==> src/rtl/alrm_pkg.sv <==
package alrm_pkg;

   typedef enum logic [2:0] {
      MATCH_ANY,
      MATCH_S,
      MATCH_MS,
      MATCH_HMS,
      MATCH_ALL
   } alrm_mode_e;

   localparam int N_FIELDS = 4;

   // flag byte positions (bit order is part of the interface)
   localparam int FLG_TDF = 3;
   localparam int FLG_KSF = 2;
   localparam int FLG_WDF = 1;
   localparam int FLG_IRQ = 0;

   // enable byte positions
   localparam int EN_TIE = 2;
   localparam int EN_KIE = 1;
   localparam int EN_WDE = 0;
   localparam int EN_W   = 3;

   // significant value bits per compared field: sec, min, hour, day/date
   function automatic int field_bits(input int idx);
      case (idx)
         0, 1:    return 7;
         default: return 6;
      endcase
   endfunction

   function automatic alrm_mode_e decode_mask(input logic [3:0] m);
      case (m)
         4'b1111: return MATCH_ANY;
         4'b1110: return MATCH_S;
         4'b1100: return MATCH_MS;
         4'b1000: return MATCH_HMS;
         4'b0000: return MATCH_ALL;
         default: return MATCH_ANY;
      endcase
   endfunction

endpackage

==> src/rtl/alrm_match.sv <==
module alrm_match
   import alrm_pkg::*;
#(
   parameter int BYTE_W = 8
) (
   input  logic [N_FIELDS-1:0][BYTE_W-1:0] alm_i,
   input  logic [BYTE_W-1:0]               t_sec_i,
   input  logic [BYTE_W-1:0]               t_min_i,
   input  logic [BYTE_W-1:0]               t_hour_i,
   input  logic [BYTE_W-1:0]               t_wday_i,
   input  logic [BYTE_W-1:0]               t_mday_i,
   input  logic                            tick_i,
   output logic                            hit_o
);

   localparam int MASK_BIT = BYTE_W - 1;
   localparam int DSEL_BIT = BYTE_W - 2;

   if (BYTE_W < 8) begin : g_bad_width
      $error("alrm_match: BYTE_W must be at least 8");
   end

   logic [3:0]               mask;
   alrm_mode_e               mode;
   logic [BYTE_W-1:0]        t_cal;
   logic [BYTE_W-1:0]        t_fld [N_FIELDS];
   logic [N_FIELDS-1:0]      eq;
   logic                     fld_ok;

   for (genvar g = 0; g < N_FIELDS; g++) begin : g_mask
      assign mask[g] = alm_i[g][MASK_BIT];
   end

   assign mode  = decode_mask(mask);
   assign t_cal = alm_i[3][DSEL_BIT] ? t_wday_i : t_mday_i;

   assign t_fld[0] = t_sec_i;
   assign t_fld[1] = t_min_i;
   assign t_fld[2] = t_hour_i;
   assign t_fld[3] = t_cal;

   for (genvar g = 0; g < N_FIELDS; g++) begin : g_cmp
      localparam logic [BYTE_W-1:0] KEEP =
         BYTE_W'((64'd1 << field_bits(g)) - 64'd1);
      assign eq[g] = ((alm_i[g] ^ t_fld[g]) & KEEP) == '0;
   end

   always_comb begin
      case (mode)
         MATCH_S:   fld_ok = eq[0];
         MATCH_MS:  fld_ok = eq[0] & eq[1];
         MATCH_HMS: fld_ok = &eq[2:0];
         MATCH_ALL: fld_ok = &eq;
         default:   fld_ok = 1'b1;
      endcase
   end

   assign hit_o = tick_i & fld_ok;

endmodule

==> src/rtl/alrm_regfile.sv <==
module alrm_regfile
   import alrm_pkg::*;
#(
   parameter int BYTE_W   = 8,
   parameter int ADDR_W   = 3,
   parameter int ALM_BASE = 0,
   parameter int EN_ADDR  = 5
) (
   input  logic                            clk,
   input  logic                            rst_n,
   input  logic                            wr_i,
   input  logic [ADDR_W-1:0]               addr_i,
   input  logic [BYTE_W-1:0]               wdata_i,
   output logic [N_FIELDS-1:0][BYTE_W-1:0] alm_o,
   output logic [EN_W-1:0]                 en_o
);

   if (BYTE_W < EN_W) begin : g_bad_width
      $error("alrm_regfile: BYTE_W too small for enable byte");
   end

   for (genvar g = 0; g < N_FIELDS; g++) begin : g_alm
      localparam logic [ADDR_W-1:0] MY_ADDR = ADDR_W'(ALM_BASE + g);
      always_ff @(posedge clk or negedge rst_n) begin
         if (!rst_n)
            alm_o[g] <= '0;
         else if (wr_i && addr_i == MY_ADDR)
            alm_o[g] <= wdata_i;
      end
   end

   always_ff @(posedge clk or negedge rst_n) begin
      if (!rst_n)
         en_o <= '0;
      else if (wr_i && addr_i == ADDR_W'(EN_ADDR))
         en_o <= wdata_i[EN_W-1:0];
   end

endmodule

==> src/rtl/alrm_flags.sv <==
module alrm_flags
   import alrm_pkg::*;
(
   input  logic            clk,
   input  logic            rst_n,
   input  logic            hit_i,
   input  logic            kick_i,
   input  logic            wdog_i,
   input  logic            wr_i,
   input  logic [2:0]      wbits_i,   // {tdf, ksf, wdf} write values
   input  logic            rd_i,
   input  logic [EN_W-1:0] en_i,
   output logic            tdf_o,
   output logic            ksf_o,
   output logic            wdf_o,
   output logic            irqf_o
);

   logic rd_q;
   logic rd_end;
   logic tdf_d, ksf_d, wdf_d;

   always_ff @(posedge clk or negedge rst_n) begin
      if (!rst_n) rd_q <= 1'b0;
      else        rd_q <= rd_i;
   end

   assign rd_end = rd_q & ~rd_i;

   always_comb begin
      tdf_d = tdf_o;
      ksf_d = ksf_o;
      wdf_d = wdf_o;
      if (rd_end) begin
         tdf_d = 1'b0;
         ksf_d = 1'b0;
         wdf_d = 1'b0;
      end
      if (wr_i) begin
         tdf_d = tdf_d & wbits_i[2];
         ksf_d = wbits_i[1];
         wdf_d = wdf_d & wbits_i[0];
      end
      if (hit_i)  tdf_d = 1'b1;
      if (kick_i) ksf_d = 1'b1;
      if (wdog_i) wdf_d = 1'b1;
   end

   always_ff @(posedge clk or negedge rst_n) begin
      if (!rst_n) begin
         tdf_o <= 1'b0;
         ksf_o <= 1'b0;
         wdf_o <= 1'b0;
      end else begin
         tdf_o <= tdf_d;
         ksf_o <= ksf_d;
         wdf_o <= wdf_d;
      end
   end

   assign irqf_o = (tdf_o & en_i[EN_TIE]) | (ksf_o & en_i[EN_KIE]) |
                   (wdf_o & en_i[EN_WDE]);

   a_r5_kick_recorded : assert property (@(posedge clk) disable iff (!rst_n)
      kick_i |=> ksf_o);

   a_r6_wdog_recorded : assert property (@(posedge clk) disable iff (!rst_n)
      wdog_i |=> wdf_o);

   a_r8_hold_in_read : assert property (@(posedge clk) disable iff (!rst_n)
      rd_i |=> (!$fell(tdf_o) && !$fell(ksf_o) && !$fell(wdf_o)));

   a_r9_event_beats_clear : assert property (@(posedge clk) disable iff (!rst_n)
      (rd_q && !rd_i && hit_i) |=> tdf_o);

endmodule

==> src/rtl/alrm_irq_unit.sv <==
module alrm_irq_unit
   import alrm_pkg::*;
#(
   parameter int BYTE_W    = 8,
   parameter int ADDR_W    = 3,
   parameter int ALM_BASE  = 0,
   parameter int FLAG_ADDR = 4,
   parameter int EN_ADDR   = 5
) (
   input  logic              clk,
   input  logic              rst_n,
   input  logic [BYTE_W-1:0] time_sec_i,
   input  logic [BYTE_W-1:0] time_min_i,
   input  logic [BYTE_W-1:0] time_hour_i,
   input  logic [BYTE_W-1:0] time_wday_i,
   input  logic [BYTE_W-1:0] time_mday_i,
   input  logic              tick_i,
   input  logic              kick_i,
   input  logic              wdog_i,
   input  logic              bus_sel_i,
   input  logic              bus_wr_i,
   input  logic [ADDR_W-1:0] bus_addr_i,
   input  logic [BYTE_W-1:0] bus_wdata_i,
   output logic [BYTE_W-1:0] bus_rdata_o,
   output logic [BYTE_W-1:0] flags_o,
   output logic              irq_n_o
);

   localparam int ADDR_SPAN = 1 << ADDR_W;
   localparam int ALM_LAST  = ALM_BASE + N_FIELDS - 1;

   if (ALM_LAST >= ADDR_SPAN || FLAG_ADDR >= ADDR_SPAN || EN_ADDR >= ADDR_SPAN)
   begin : g_bad_addr_range
      $error("alrm_irq_unit: register address outside ADDR_W space");
   end
   if (FLAG_ADDR == EN_ADDR ||
       (FLAG_ADDR >= ALM_BASE && FLAG_ADDR <= ALM_LAST) ||
       (EN_ADDR >= ALM_BASE && EN_ADDR <= ALM_LAST)) begin : g_bad_addr_overlap
      $error("alrm_irq_unit: register addresses overlap");
   end
   if (BYTE_W < 8) begin : g_bad_width
      $error("alrm_irq_unit: BYTE_W must be at least 8");
   end

   logic                            wr_acc, rd_acc, rd_flag;
   logic [N_FIELDS-1:0][BYTE_W-1:0] alm;
   logic [EN_W-1:0]                 en;
   logic                            hit;
   logic                            tdf, ksf, wdf, irqf;
   logic [ADDR_W-1:0]               alm_off;

   assign wr_acc  = bus_sel_i & bus_wr_i;
   assign rd_acc  = bus_sel_i & ~bus_wr_i;
   assign rd_flag = rd_acc & (bus_addr_i == ADDR_W'(FLAG_ADDR));

   alrm_regfile #(
      .BYTE_W   (BYTE_W),
      .ADDR_W   (ADDR_W),
      .ALM_BASE (ALM_BASE),
      .EN_ADDR  (EN_ADDR)
   ) u_regs (
      .clk     (clk),
      .rst_n   (rst_n),
      .wr_i    (wr_acc),
      .addr_i  (bus_addr_i),
      .wdata_i (bus_wdata_i),
      .alm_o   (alm),
      .en_o    (en)
   );

   alrm_match #(
      .BYTE_W (BYTE_W)
   ) u_match (
      .alm_i    (alm),
      .t_sec_i  (time_sec_i),
      .t_min_i  (time_min_i),
      .t_hour_i (time_hour_i),
      .t_wday_i (time_wday_i),
      .t_mday_i (time_mday_i),
      .tick_i   (tick_i),
      .hit_o    (hit)
   );

   alrm_flags u_flags (
      .clk     (clk),
      .rst_n   (rst_n),
      .hit_i   (hit),
      .kick_i  (kick_i),
      .wdog_i  (wdog_i),
      .wr_i    (wr_acc && bus_addr_i == ADDR_W'(FLAG_ADDR)),
      .wbits_i ({bus_wdata_i[FLG_TDF], bus_wdata_i[FLG_KSF], bus_wdata_i[FLG_WDF]}),
      .rd_i    (rd_flag),
      .en_i    (en),
      .tdf_o   (tdf),
      .ksf_o   (ksf),
      .wdf_o   (wdf),
      .irqf_o  (irqf)
   );

   always_comb begin
      flags_o          = '0;
      flags_o[FLG_TDF] = tdf;
      flags_o[FLG_KSF] = ksf;
      flags_o[FLG_WDF] = wdf;
      flags_o[FLG_IRQ] = irqf;
   end

   assign irq_n_o = ~irqf;
   assign alm_off = bus_addr_i - ADDR_W'(ALM_BASE);

   always_comb begin
      bus_rdata_o = '0;
      if (rd_acc) begin
         if (bus_addr_i == ADDR_W'(FLAG_ADDR))
            bus_rdata_o = flags_o;
         else if (bus_addr_i == ADDR_W'(EN_ADDR))
            bus_rdata_o = BYTE_W'(en);
         else if (alm_off < ADDR_W'(N_FIELDS))
            bus_rdata_o = alm[alm_off[1:0]];
      end
   end

   a_r4_alarm_needs_tick : assert property (@(posedge clk) disable iff (!rst_n)
      $rose(tdf) |-> $past(tick_i));

   a_r7_irq_on_enabled_alarm : assert property (@(posedge clk) disable iff (!rst_n)
      (tdf && en[EN_TIE]) |-> !irq_n_o);

   a_r7_irq_idle_no_flags : assert property (@(posedge clk) disable iff (!rst_n)
      (!tdf && !ksf && !wdf) |-> irq_n_o);

endmodule

==> config.mk <==
export PLATFORM = sky130hd
export DESIGN_NAME = alrm_irq_unit
export DESIGN_NICKNAME = d
export VERILOG_FILES = /design/src/rtl/alrm_pkg.sv /design/src/rtl/alrm_match.sv /design/src/rtl/alrm_regfile.sv /design/src/rtl/alrm_flags.sv /design/src/rtl/alrm_irq_unit.sv
export SDC_FILE = /design/constraint.sdc
export NUM_CORES = 1
export LEC_CHECK = 0
export BUFFER_PORTS_ARGS = -buffer_cell sky130_fd_sc_hd__buf_2
export CORE_ASPECT_RATIO = 1.5
export CORE_MARGIN = 5
export CORE_UTILIZATION = 50
export CTS_BUF_LIST = sky130_fd_sc_hd__clkbuf_8 sky130_fd_sc_hd__clkbuf_16
export DETAILED_ROUTE_END_ITERATION = 16
export PLACE_DENSITY = 0.8
export SKIP_LAST_GASP = 1
export SLEW_MARGIN = 20
export SYNTH_ARGS = -nofsm -noshare
export SYNTH_HDL_FRONTEND = slang
export SYNTH_SLANG_ARGS = --single-unit
==> constraint.sdc <==
create_clock -name clk -period 1.8 [get_ports clk]
set_input_delay 0.27 -clock clk [delete_from_list [all_inputs] [get_ports clk]]
set_output_delay 0.27 -clock clk [all_outputs]
set_load 0.03 [all_outputs]
==> impl_metrics.yaml <==
run_status:
  status: "finished with violations"
  failed_checks: "setup timing"
global_route:
  grt_pass1_wl_um: 9070
  grt_use_total_pct: 20.3
  grt_max_degree: 40
  antenna_found_initial: 0
  grt_pass1_vias: 1846
  gr-total-overflow: 0
drt:
  vias: 1826
  ant_nets: 0
  drc: 0
  post_drt_wl_per_cell_um: 18.1
  drt_pass1_iterations: 4
  drt-initial-drc-count: 102
  viasPerCell: 5.53
  drt-total-wl_um: 5960
critical_path:
  crit_path_end_kind: "output pin"
  start_kind: "register"
  crit_chain: "mux4_2 > nor2b_4 > a221o_1 > buf_6"
  path_class: "reg2out"
  required_ns: 1.53
  critPathLaunch: "u_regs.alm_o[16]"
  slowest_stage: "mux4_2"
  cp.arrival_ns: 1.74
  crit-reg2reg-capture: "u_flags.tdf_o"
  path_max_fanout: 3
  reg2reg_slack_ns: 0.24
  reg2reg_depth: 6
  slowest_delay_ns: 0.47
  timing.rr.start: "u_regs.alm_o[3]"
sta:
  drv_slew: 0
  finalCriticalPeriod_ns: 2.01
  worst_pin_slew_ns: 0.655
  rsz0062_at_grt: "true"
  finalCritPeriodShare_pct: 112
  holdWs_ns: 0.0153
  final_hold_viol_count: 0
  slew_headroom_pct: 56.2
  fin_ws_ns: -0.212
  fin_skew_ns: 0.00959
  setup_violations: 1
  max_freq_mhz: 497
power:
  comb_power_share_pct: 37.0
  switching_power_uw: 900
  pwr-share-seq_pct: 43.1
  total_power_mw: 2.81
  clkPwrFrac_pct: 19.9
  peakVddDrop_mv: 0.641
  switching_share_pct: 32.1
  leakage_nw: 1.36
  p_int_mw: 1.91
  p_per_area_mw_per_mm2: 946
clock_tree:
  cts_buffers: 5
  cts-root-buf: "clkbuf_8"
  clock_sinks: 39
  clk_pin_slew_ns: 0.08
  ctsHoldBuffers: 0
  clockBufferDepth: 2
  h-tree-depth: 2
  cts_tree: "done"
  clock_latency_ns: 0.29
finish:
  multi_input_area_sq_mm: 0.00124
  layout_common_cells: "buf_2 (54), dfrtp_1 (38), buf_4 (32)"
  final_common_cell: "buf_2"
  num-nets-final: 339
  drive_above_1_share_pct: 52.1
  n_antenna_cell: 0
  area_growth_pct: 29.8
  regArea_sq_um: 977
  n_fill_cell: 355
  fin_util_pct: 66.4
synthesis:
  yosys_warnings: 0
  syn_area_sq_mm: 0.00229
  synth_simple_gate_area_share_pct: 10.8
  synth_xor_area_share_pct: 9.96
  syn-instance-count: 191
  synth_compound_area_share_pct: 5.97
  synth_top_area_share_pct: 42.7
  synth.area.mux_share_pct: 25.5
  synth_top_area_cell: "dfrtp_1"
  ys_ff_latch: 39
  synth_top_family_by_area: "multiplexers"
  netlist_top_cells_area: "dfrtp_1 (43%), mux2_2 (15%), xnor2_1 (7.3%)"
  seq_area_frac_synth_pct: 42.7
  synth_cell_types: 36
  synth_fa_ha_area_share_pct: 0
  synth_area_per_cell_sq_um: 12.0
die:
  row_count: 30
  die_area_sq_mm: 0.00605
  fp.dieW_um: 65.2
  initial_core_util_pct: 51.2
  num_io_pins: 75
  core_area_sq_mm: 0.00447
  fp.dieH_um: 92.8
placement:
  dp_hpwl_um: 4400
  port_buffers: 62
  gp_congestion: 0.884
flow_run:
  drv_cap: 0
min_path:
  hold_class: "in2async"
==> synth_stat cells (all sizes together) <==
cell type	n
a21oi	2
dfrtp	39
a22oi	2
nor3	3
mux2i	6
nand4b	1
xnor2	19
a31oi	2
nand4	2
o211ai	2
conb	1
xor2	7
nand2	9
mux4	8
buf	11
nand3	4
nor2b	5
inv	8
nor2	5
or3	2
nand3b	3
a221o	1
nand2b	2
o21ai	11
nor4	4
a222oi	1
mux2	30
o2111ai	1
==> metal layers <==
layer	part of all wire [%]	track usage [%]	vias up
met5	0	0	-
met4	2.1	7.27	0
met3	6.0	4.13	12
met2	54	36.3	68
met1	38	23.4	886
li1	-	-	860
==> logic make-up (layout without fill, tap and decap cells) <==
kind of cell	after synthesis	count (layout)
DFF	39	39
xor gates and xnor gates	26	26
other	1	4
and+or+nand+nor	40	40
muxes	44	44
buffers and inverters	19	107
AOI/OAI and AO/OA	22	22
==> how the worst max path moves through the flow <==
stage | to | slack, ns
6_report | bus_rdata_o[0] | -0.21
5_1_grt | bus_rdata_o[0] | -0.27
3_3_place_gp | bus_rdata_o[0] | 0.04
3_5_place_dp | bus_rdata_o[0] | 0.03
4_1_cts | bus_rdata_o[0] | -0.20
2_1_floorplan | bus_rdata_o[0] | -0.39
==> through the flow <==
step / worst slack (ns) / std cells / TNS [ns] / instance area, sq um
global route: -0.266 / 330 / -0.288 / 2970
detailed placement: 0.0297 / 301 / 0 / 2660
floorplan: -0.387 / 194 / -0.531 / 2300
finish: -0.212 / 330 / -0.212 / 2970
CTS: -0.196 / 315 / -0.198 / 2800
global placement: 0.0392 / 301 / 0 / 2660
==> power by group through the flow <==
stage	logic [mW]	clock network (mW)	registers, mW
finish	1.04	0.558	1.21
global route	1.12	0.612	1.23
CTS	0.880	0.567	1.23
detailed placement	0.790	0	1.28
global placement	0.768	0	1.27
floorplan	0.633	0	1.20
==> critical path: cells and delay by family (launching register included) <==
family | cells | cell delay, ns
compound gates | 1 | 0.29
buf+inv | 1 | 0.14
flops | 1 | 0.41
mux | 1 | 0.47
simple gates | 1 | 0.14
==> state kept, by name, indices dropped and copies added (netlist names) <==
| signal | cells |
|---|---|
| u_flags.tdf_o | 1 |
| u_flags.ksf_o | 1 |
| u_regs.en_o | 3 |
| u_flags.wdf_o | 1 |
| u_regs.alm_o | 32 |
| u_flags.rd_q | 1 |
==> area by class of cell <==
class	count	share of cell area, %
inverter	8	1.01
multi-input combinational	136	41.9
clock inverter	3	0.422
sequential	39	32.9
timing repair buffer	91	19.4
tap	48	2.02
clock buffer	5	2.32
==> timing repair <==
action	4_1_cts	5_1_grt
cloned	0	0
endpoints found under the setup margin	3	8
buffers inserted	6	15
gates resized for setup	6	21
No activity file was read; power rests on OpenSTA's default activity.
